--- src/rtl/sram_ctrl_pkg.sv ---
package sram_ctrl_pkg;

  typedef enum logic [1:0] {
    ST_IDLE  = 2'd0,
    ST_TURN  = 2'd1,
    ST_READ  = 2'd2,
    ST_WRITE = 2'd3
  } ctrl_state_e;

  // Strobes from control to datapath, decoded from the next state
  typedef struct packed {
    logic load;     // capture the host request this edge
    logic sel;      // chip selected next cycle
    logic rd;       // read phase next cycle
    logic wr;       // write strobe next cycle
    logic drive;    // bus driven next cycle
    logic capture;  // sample memDin this edge
  } strobe_t;

  function automatic int cdiv(input int num, input int den);
    return (num + den - 1) / den;
  endfunction

  function automatic int imax(input int a, input int b);
    return (a > b) ? a : b;
  endfunction

endpackage

--- src/rtl/sram_ctrl_fsm.sv ---
module sram_ctrl_fsm
  import sram_ctrl_pkg::*;
#(
  parameter int RD_CYC   = 1,
  parameter int WR_CYC   = 2,
  parameter int TURN_CYC = 1,
  parameter int CNT_W    = 2,
  parameter int LANES    = 2
) (
  input  logic             clk,
  input  logic             rstN,
  input  logic             reqValid,
  input  logic             reqWrite,
  input  logic [LANES-1:0] reqMask,
  output logic             hostReady,
  output logic             rspDone,
  output strobe_t          strb
);

  localparam logic [CNT_W-1:0] RD_LD   = CNT_W'(RD_CYC - 1);
  localparam logic [CNT_W-1:0] WR_LD   = CNT_W'(WR_CYC - 1);
  localparam logic [CNT_W-1:0] TURN_LD = CNT_W'((TURN_CYC > 0) ? TURN_CYC - 1 : 0);

  ctrl_state_e      state, stateN;
  logic [CNT_W-1:0] cnt, cntN;
  logic             lastWr, lastWrN;
  logic             pendWr, pendWrN;
  logic             doneN;
  logic             accept;

  assign hostReady = (state == ST_IDLE) && !rspDone;
  assign accept    = hostReady && reqValid;

  always_comb begin
    stateN  = state;
    cntN    = cnt;
    lastWrN = lastWr;
    pendWrN = pendWr;
    doneN   = 1'b0;
    strb    = '0;
    case (state)
      ST_IDLE: begin
        if (accept) begin
          strb.load = 1'b1;
          pendWrN   = reqWrite;
          if (reqMask == '0) begin
            doneN = 1'b1;
          end else if ((reqWrite != lastWr) && (TURN_CYC > 0)) begin
            stateN = ST_TURN;
            cntN   = TURN_LD;
          end else begin
            stateN  = reqWrite ? ST_WRITE : ST_READ;
            cntN    = reqWrite ? WR_LD : RD_LD;
            lastWrN = reqWrite;
          end
        end
      end
      ST_TURN: begin
        if (cnt == '0) begin
          stateN  = pendWr ? ST_WRITE : ST_READ;
          cntN    = pendWr ? WR_LD : RD_LD;
          lastWrN = pendWr;
        end else begin
          cntN = cnt - 1'b1;
        end
      end
      ST_READ: begin
        if (cnt == '0) begin
          stateN       = ST_IDLE;
          doneN        = 1'b1;
          strb.capture = 1'b1;
        end else begin
          cntN = cnt - 1'b1;
        end
      end
      ST_WRITE: begin
        if (cnt == '0) begin
          stateN = ST_IDLE;
          doneN  = 1'b1;
        end else begin
          cntN = cnt - 1'b1;
        end
      end
      default: stateN = ST_IDLE;
    endcase
    strb.rd    = (stateN == ST_READ);
    strb.wr    = (stateN == ST_WRITE);
    strb.sel   = strb.rd || strb.wr;
    // bus is taken only in strobe cycles after the first one
    strb.drive = (stateN == ST_WRITE) && (state == ST_WRITE);
  end

  always_ff @(posedge clk or negedge rstN) begin
    if (!rstN) begin
      state   <= ST_IDLE;
      cnt     <= '0;
      lastWr  <= 1'b0;
      pendWr  <= 1'b0;
      rspDone <= 1'b0;
    end else begin
      state   <= stateN;
      cnt     <= cntN;
      lastWr  <= lastWrN;
      pendWr  <= pendWrN;
      rspDone <= doneN;
    end
  end

  // completion is a single-cycle pulse
  a_r9_done_single: assert property (@(posedge clk) disable iff (!rstN)
    rspDone |=> !rspDone);

  // an empty mask completes at once and stays idle
  a_r10_empty_mask: assert property (@(posedge clk) disable iff (!rstN)
    (accept && (reqMask == '0)) |=> (rspDone && state == ST_IDLE));

  // a turnaround always leads into an access
  a_r8_turn_exit: assert property (@(posedge clk) disable iff (!rstN)
    (state == ST_TURN && cnt == '0) |=> (state == ST_READ || state == ST_WRITE));

endmodule

--- src/rtl/sram_ctrl_dpath.sv ---
module sram_ctrl_dpath
  import sram_ctrl_pkg::*;
#(
  parameter int ADDR_W = 18,
  parameter int DATA_W = 16,
  parameter int LANES  = 2
) (
  input  logic              clk,
  input  logic              rstN,
  input  strobe_t           strb,
  input  logic [ADDR_W-1:0] reqAddr,
  input  logic [DATA_W-1:0] reqWdata,
  input  logic [LANES-1:0]  reqMask,
  input  logic [DATA_W-1:0] memDin,
  output logic [DATA_W-1:0] rspRdata,
  output logic              memCeN,
  output logic              memWeN,
  output logic              memOeN,
  output logic [LANES-1:0]  memByteN,
  output logic [ADDR_W-1:0] memAddr,
  output logic [DATA_W-1:0] memDout,
  output logic              memDrive
);

  localparam int LANE_W = DATA_W / LANES;

  logic [LANES-1:0]  maskQ;
  logic [LANES-1:0]  maskN;
  logic [DATA_W-1:0] laneBits;

  assign maskN = strb.load ? reqMask : maskQ;

  generate
    for (genvar g = 0; g < LANES; g++) begin : g_lane
      assign laneBits[g*LANE_W +: LANE_W] = {LANE_W{maskQ[g]}};
    end
  endgenerate

  always_ff @(posedge clk or negedge rstN) begin
    if (!rstN) begin
      maskQ    <= '0;
      memAddr  <= '0;
      memDout  <= '0;
      rspRdata <= '0;
      memCeN   <= 1'b1;
      memWeN   <= 1'b1;
      memOeN   <= 1'b1;
      memByteN <= '1;
      memDrive <= 1'b0;
    end else begin
      if (strb.load) begin
        maskQ   <= reqMask;
        memAddr <= reqAddr;
        memDout <= reqWdata;
      end
      if (strb.capture) begin
        rspRdata <= memDin & laneBits;
      end
      memCeN   <= !strb.sel;
      memWeN   <= !strb.wr;
      memOeN   <= !strb.rd;
      memByteN <= ~(maskN & {LANES{strb.sel}});
      memDrive <= strb.drive;
    end
  end

  // bus only driven inside the strobe
  a_r5_drive_in_strobe: assert property (@(posedge clk) disable iff (!rstN)
    memDrive |-> !memWeN);

  // never drive while the memory may be driving for a read
  a_r5_no_drive_oe: assert property (@(posedge clk) disable iff (!rstN)
    memDrive |-> memOeN);

  // first strobe cycle leaves the bus free
  a_r5_first_cycle_free: assert property (@(posedge clk) disable iff (!rstN)
    $fell(memWeN) |-> !memDrive);

  // output enable stays off and chip selected during a write strobe
  a_r4_oe_off_write: assert property (@(posedge clk) disable iff (!rstN)
    !memWeN |-> (memOeN && !memCeN));

  // output enable only in a selected read
  a_r2_oe_in_read: assert property (@(posedge clk) disable iff (!rstN)
    !memOeN |-> (memWeN && !memCeN));

  // lane enables off while deselected
  a_r6_lanes_desel: assert property (@(posedge clk) disable iff (!rstN)
    memCeN |-> (memByteN == '1));

  // address stable through a selected stretch
  a_r11_addr_hold: assert property (@(posedge clk) disable iff (!rstN)
    (!memCeN && !$past(memCeN)) |-> $stable(memAddr));

endmodule

--- src/rtl/sram_lane_ctrl.sv ---
module sram_lane_ctrl
  import sram_ctrl_pkg::*;
#(
  parameter int ADDR_W   = 18,
  parameter int DATA_W   = 16,
  parameter int CLK_NS   = 20,
  parameter int ACC_NS   = 12,
  parameter int WP_NS    = 9,
  parameter int DV_NS    = 6,
  parameter int TURN_CYC = 1
) (
  input  logic              clk,
  input  logic              rstN,
  input  logic              reqValid,
  input  logic              reqWrite,
  input  logic [ADDR_W-1:0] reqAddr,
  input  logic [DATA_W-1:0] reqWdata,
  input  logic [1:0]        reqMask,
  output logic              hostReady,
  output logic              rspDone,
  output logic [DATA_W-1:0] rspRdata,
  output logic              memCeN,
  output logic              memWeN,
  output logic              memOeN,
  output logic [1:0]        memByteN,
  output logic [ADDR_W-1:0] memAddr,
  output logic [DATA_W-1:0] memDout,
  output logic              memDrive,
  input  logic [DATA_W-1:0] memDin
);

  localparam int LANES  = 2;
  localparam int RD_CYC = imax(1, cdiv(ACC_NS, CLK_NS));
  localparam int WR_CYC = imax(cdiv(WP_NS, CLK_NS), cdiv(DV_NS, CLK_NS) + 1);
  localparam int MAXC   = imax(imax(RD_CYC, WR_CYC), TURN_CYC);
  localparam int CNT_W  = imax(1, $clog2(MAXC + 1));

  strobe_t strb;

  sram_ctrl_fsm #(
    .RD_CYC  (RD_CYC),
    .WR_CYC  (WR_CYC),
    .TURN_CYC(TURN_CYC),
    .CNT_W   (CNT_W),
    .LANES   (LANES)
  ) u_fsm (
    .clk      (clk),
    .rstN     (rstN),
    .reqValid (reqValid),
    .reqWrite (reqWrite),
    .reqMask  (reqMask),
    .hostReady(hostReady),
    .rspDone  (rspDone),
    .strb     (strb)
  );

  sram_ctrl_dpath #(
    .ADDR_W(ADDR_W),
    .DATA_W(DATA_W),
    .LANES (LANES)
  ) u_dpath (
    .clk     (clk),
    .rstN    (rstN),
    .strb    (strb),
    .reqAddr (reqAddr),
    .reqWdata(reqWdata),
    .reqMask (reqMask),
    .memDin  (memDin),
    .rspRdata(rspRdata),
    .memCeN  (memCeN),
    .memWeN  (memWeN),
    .memOeN  (memOeN),
    .memByteN(memByteN),
    .memAddr (memAddr),
    .memDout (memDout),
    .memDrive(memDrive)
  );

endmodule

--- config.mk ---
export PLATFORM = sky130hd
export DESIGN_NAME = sram_lane_ctrl
export DESIGN_NICKNAME = d
export VERILOG_FILES = /design/src/rtl/sram_ctrl_pkg.sv /design/src/rtl/sram_ctrl_fsm.sv /design/src/rtl/sram_ctrl_dpath.sv /design/src/rtl/sram_lane_ctrl.sv
export SDC_FILE = /design/constraint.sdc
export NUM_CORES = 1
export LEC_CHECK = 0
export ABC_AREA = 1
export BUFFER_PORTS_ARGS = -buffer_cell sky130_fd_sc_hd__buf_2
export CORE_ASPECT_RATIO = 0.75
export CORE_MARGIN = 3
export CORE_UTILIZATION = 40
export DETAILED_ROUTE_END_ITERATION = 7
export GPL_TIMING_DRIVEN = 0
export PLACE_DENSITY = 0.73
export SKIP_CTS_REPAIR_TIMING = 1
export SYNTH_ARGS = -nofsm -noshare
export SYNTH_HDL_FRONTEND = slang
export SYNTH_HIERARCHICAL = 1
export SYNTH_SLANG_ARGS = --single-unit
export TNS_END_PERCENT = 50
--- constraint.sdc ---
create_clock -name clk -period 1.9 [get_ports clk]
set_clock_uncertainty 0.1 [all_clocks]
set_input_delay 0.38 -clock clk [delete_from_list [all_inputs] [get_ports clk]]
set_output_delay 0.38 -clock clk [all_outputs]
set_load 0.05 [all_outputs]
Yosys cells after proc, flatten, opt, wreduce, memory -nomap -nowiden

Cells that the tools add are included.

Input port bits: 56
Flip-flop bits (word level): 65
Output and inout port bits: 58
Word-level logic and storage cells: 74

Equality and inequality tests: 11
Multiplexer cells: 29
Bitwise gates (word level): 3
Reductions and logical operators: 16
Add/subtract/negate cells: 1

Operator list:

| operator                                              | number |
|---|---|
| 2-to-1 mux 2 bit                                      | 11 |
| AND 16 bit                                            | 1 |
| 2-to-1 mux 1 bit                                      | 14 |
| case mux 2 bit (3 select lines)                       | 2 |
| equality test 2 bit, second input constant            | 4 |
| zero test 2 bit                                       | 3 |
| inequality test 2 bit, second input constant          | 3 |
| AND reduction 5 bit                                   | 1 |
| zero test 1 bit                                       | 4 |
| inequality test 2 x 1 -> 1 bit, second input constant | 2 |
| case mux 1 bit (2 select lines)                       | 2 |
| logical AND 1 bit                                     | 3 |
| AND reduction 3 bit                                   | 1 |
| AND 2 bit                                             | 1 |
| equality test 2 x 1 -> 1 bit, second input constant   | 1 |
| NOT 2 bit                                             | 1 |
| AND reduction 2 bit                                   | 1 |
| nonzero test 2 bit                                    | 1 |
| OR reduction 2 bit                                    | 1 |
| subtractor 2 x 1 -> 2 bit, second input constant      | 1 |
| logical OR 1 bit                                      | 1 |
| inequality test 1 bit                                 | 1 |

Longest topological paths before layout

Word-level depth: 9
Gate-level depth with buffers: 10
Depth with buffers taken out: 10

Hierarchy

The synthesis kept the hierarchy.

By module, submodules not included:

| module          | seq. area each (sq um) | instances | cells an instance | area an instance (sq um) |
|---|---|---|---|---|
| sram_ctrl_dpath | 1,457.6                | 1         | 240               | 2,247.2 |
| sram_ctrl_fsm   | 175.2                  | 1         | 87                | 575.6 |

Worst setup path after synthesis

Ideal clock, no wire load.

Path kind: flip-flop to output port
Start: register u_fsm.rspDone
End: output hostReady
Slack: 0.293 ns
Arrival: 1.127 ns
Data required time: 1.420 ns
Stages on the path, launching flop included: 4
Buffers on the path: 0
Cells stage by stage: dfrtp_1 > inv_1 > nand2_1 > inv_1

Longest elaborated chain between the ends: 2

Ends and longest elaborated chain:

| element                | RTL line             | RTL |
|---|---|---|
| from (decl)            | sram_ctrl_fsm.sv:16  | `output logic rspDone,` |
| from (signal assigned) | sram_ctrl_fsm.sv:105 | `rspDone <= doneN;` |
| zero test 1 bit        | sram_ctrl_fsm.sv:31  | `assign hostReady = (state == ST_IDLE) && !rspDone;` |
| logical AND 1 bit      | sram_ctrl_fsm.sv:31  |  |
| to (decl)              | sram_lane_ctrl.sv:19 | `output logic hostReady,` |

Every way passes these cells.

Final worst setup path

Start: register u_fsm.state[0]
End: output hostReady

Longest elaborated chain between the ends: 2

Ends and longest elaborated chain:

| element                | RTL line             | RTL |
|---|---|---|
| from (decl)            | sram_ctrl_fsm.sv:24  | `ctrl_state_e state, stateN;` |
| from (signal assigned) | sram_ctrl_fsm.sv:101 | `state <= stateN;` |
| zero test 2 bit        | sram_ctrl_fsm.sv:31  |  |
| logical AND 1 bit      | sram_ctrl_fsm.sv:31  |  |

Every way passes these cells.

==> impl_metrics.yaml <==
outcome:
  run_status: "finished clean"
power:
  powerDensity_nw_per_um2: 2070
  clkPwrFrac: 0.166
  p_int_uw: 3830
  p_switching_uw: 3900
  irDropWorstVdd_v: 0.000988
  power_frac_seq: 0.298
  pwr-share-comb: 0.536
  p_leak_uw: 0.00222
  swShare: 0.505
routing:
  drt-initial-drc-count: 99
  drt-total-wl_um: 6410
  vias: 2377
  via_per_inst: 4.41
  drc: 0
  drtPass1Iterations: 5
  wl_per_cell_um: 11.9
  drtAntennaViolNets: 0
clock_network:
  clkSinkCount: 65
  path_clk_slew_ns: 0.07
  cts_buffers: 9
  clockRootBuffer: "clkbuf_8"
  clockBufferDepth: 2
  cts_max_level: 3
  clock_latency_ns: 0.32
  cts_tree: "yes"
placement:
  port_buffers: 113
  dp_cells: 521
  gp_congestion: 0.802
  pre_cts_slack_ns: 0.234
  dp_hpwl_um: 4720
critical_path:
  worst_ep_required_time_ns: 1.42
  critPathTopFamily: "flip-flops"
  crit_chain: "nor2_4, nand2_1, inv_1, clkbuf_4"
  critPathBufInv: 2
  path_max_fanout: 6
  cp.arrival_ns: 1.36
  critPathKind: "register to output pin"
  slowest_stage: "dfrtp_1"
  start_kind: "register"
  crit_path_max_incr_delay_ns: 0.47
  critPathCaptureType: "output pin"
synth:
  synth_nets: 388
  syn_inst: 327
  synth_cell_types: 21
  synth_enable_flop_cells: 0
  synth-seq-area-share: 0.578
  netlist_area_um2: 2820
  ys.flop_type: "dfrtp_1"
  avgSynthCellArea_um2: 8.63
  ys_ff_latch: 65
  synthArstFlopShare: 1.00
  yosysWarnings: 6
floorplan:
  row_count: 25
  initial_utilization: 0.430
  die_area_um2: 8110
  die_width_um: 103
  coreArea_um2: 6570
  ios: 114
  die_height_um: 78.8
grt:
  overflow: 0
  antenna_found_initial: 0
  grt_pass1_wl_um: 10500
  grt_pass1_vias: 2270
  grt_usage: 0.164
  grt_max_degree: 66
sta:
  max_freq_ghz: 0.543
  setup_violations: 0
  relSlewSlack: 0.466
  period_share: 0.970
  hold_viol: 0
  finalWorstSetupSlack_ns: 0.0571
  slew_viol_final: 0
  post-route-min-period_ns: 1.84
  tightest_slew_ns: 0.801
layout:
  multi_input_area_um2: 947
  final_common_cell: "nand2_1"
  instances_no_fill: 539
  fill_cells: 607
  nets: 514
  antennaDiodeCount: 0
  layout-drive-gt1-share: 0.345
  syn_to_final_growth_pct: 32.1
  seq_area_um2: 1630
  layout_common_cells: "nand2_1 (168), buf_2 (113), dfrtp_1 (60), inv_1 (25), nand3_1 (24)"
min_path:
  hold_path_class: "input port to asynchronous set/reset pin"
run:
  drv_cap: 0
## logic make-up (layout without fill, tap and decap cells)
kind of cell,count (synthesis),count (layout),synth area share
AND/OR/NAND/NOR,205,205,0.293
flip-flops,65,65,0.578
buffers and inverters,42,173,0.0860
AO/OA/AOI/OAI,10,10,0.0204
adder cells (fa/ha/maj),5,5,0.0222
## path summary, 6_finish.rpt
check | startpoint | cells past startpoint | end | slack [ns]
max in group asynchronous | rstN | 1 | u_dpath/memDrive$_DFF_PN0_ | 1.14
setup reg to reg | u_fsm/cnt[0]$_DFFE_PN0P_ | 9 | u_dpath/rspRdata[4]$_DFFE_PN0P_ | 0.24
hold / removal | rstN | 1 | u_dpath/memDout[4]$_DFFE_PN0P_ | 0.04
min in group clk | reqWdata[10] | 3 | u_dpath/memDout[10]$_DFFE_PN0P_ | 0.15
hold reg to reg | u_dpath/memDout[10]$_DFFE_PN0P_ | 2 | u_dpath/memDout[10]$_DFFE_PN0P_ | 0.37
setup / recovery | u_fsm/state[0]$_DFF_PN0_ | 4 | hostReady | 0.06
## stage by stage
stage               utilization  total power, µW  cell area [µm²]  hold WS [ns]  setup TNS (ns)
detailed placement        0.532             6460             3490         0.353               0
global route              0.568             8290             3730         0.106         -0.0119
CTS                       0.565             7780             3710        0.0656        -0.00854
floorplan                     -             5490             2820       -0.0156               0
global placement          0.531             6400             3490         0.348               0
finish                    0.568             7720             3730        0.0389               0
## sequential cells by signal (all words and copies together), names as in the netlist
| signal | flops |
|---|---|
| u_dpath/memAddr | 18 |
| u_dpath/memDout | 16 |
| u_dpath/rspRdata | 16 |
| u_dpath/maskQ | 2 |
| u_dpath/memByteN | 2 |
| u_fsm/cnt | 2 |
| u_fsm/state | 2 |
| u_dpath/memCeN | 1 |
| u_dpath/memDrive | 1 |
| u_dpath/memOeN | 1 |
| u_dpath/memWeN | 1 |
| u_fsm/lastWr | 1 |
| u_fsm/pendWr | 1 |
| u_fsm/rspDone | 1 |
## routing by layer
metal / routed length [µm] / track usage / up-vias
li1: - / - / 1241
met1: 2950 / 0.221 / 1064
met2: 2990 / 0.255 / 70
met3: 427 / 0.0483 / 2
met4: 38 / 0.0543 / 0
met5: 0 / 0 / -
## power by group through the flow
stage,sequential (µW),combinational [µW],clock [µW]
after CTS,2300,4140,1330
final,2300,4140,1280
after global routing,2390,4510,1400
after floorplan,4070,1420,0
after detailed placement,2320,4140,0
after global placement,2310,4080,0
## synth_stat cells, types with 2 or more instances
| cell type | count | area [µm²] |
|---|---|---|
| nor2_1 | 8 | 30.0 |
| buf_6 | 8 | 90.1 |
| buf_4 | 4 | 30.0 |
| nand2_1 | 168 | 631 |
| inv_1 | 25 | 93.8 |
| o21ai_0 | 6 | 30.0 |
| nand3_1 | 24 | 120 |
| o21ai_2 | 2 | 17.5 |
| o21ai_1 | 2 | 10.0 |
| dfstp_2 | 5 | 131 |
| dfrtp_1 | 60 | 1500 |
| buf_2 | 2 | 10.0 |
| ha_1 | 5 | 62.6 |
## worst reg2reg max path, delay by kind of cell, from the launching register on
family,cells,cell delay [ns]
flip-flops,1,0.41
AND/OR/NAND/NOR,3,0.30
adder cells (fa/ha/maj),1,0.19
buffers and inverters,5,0.56
## layout make-up
class                      count  share of cell area
sequential                    65               0.438
tap                           81              0.0272
inverter                      28              0.0302
multi-input combinational    220               0.254
clock buffer                  11              0.0379
buffer                        14              0.0349
clock inverter                 5              0.0211
timing repair buffer         115               0.157
No activity file was read; power rests on OpenSTA's default activity.
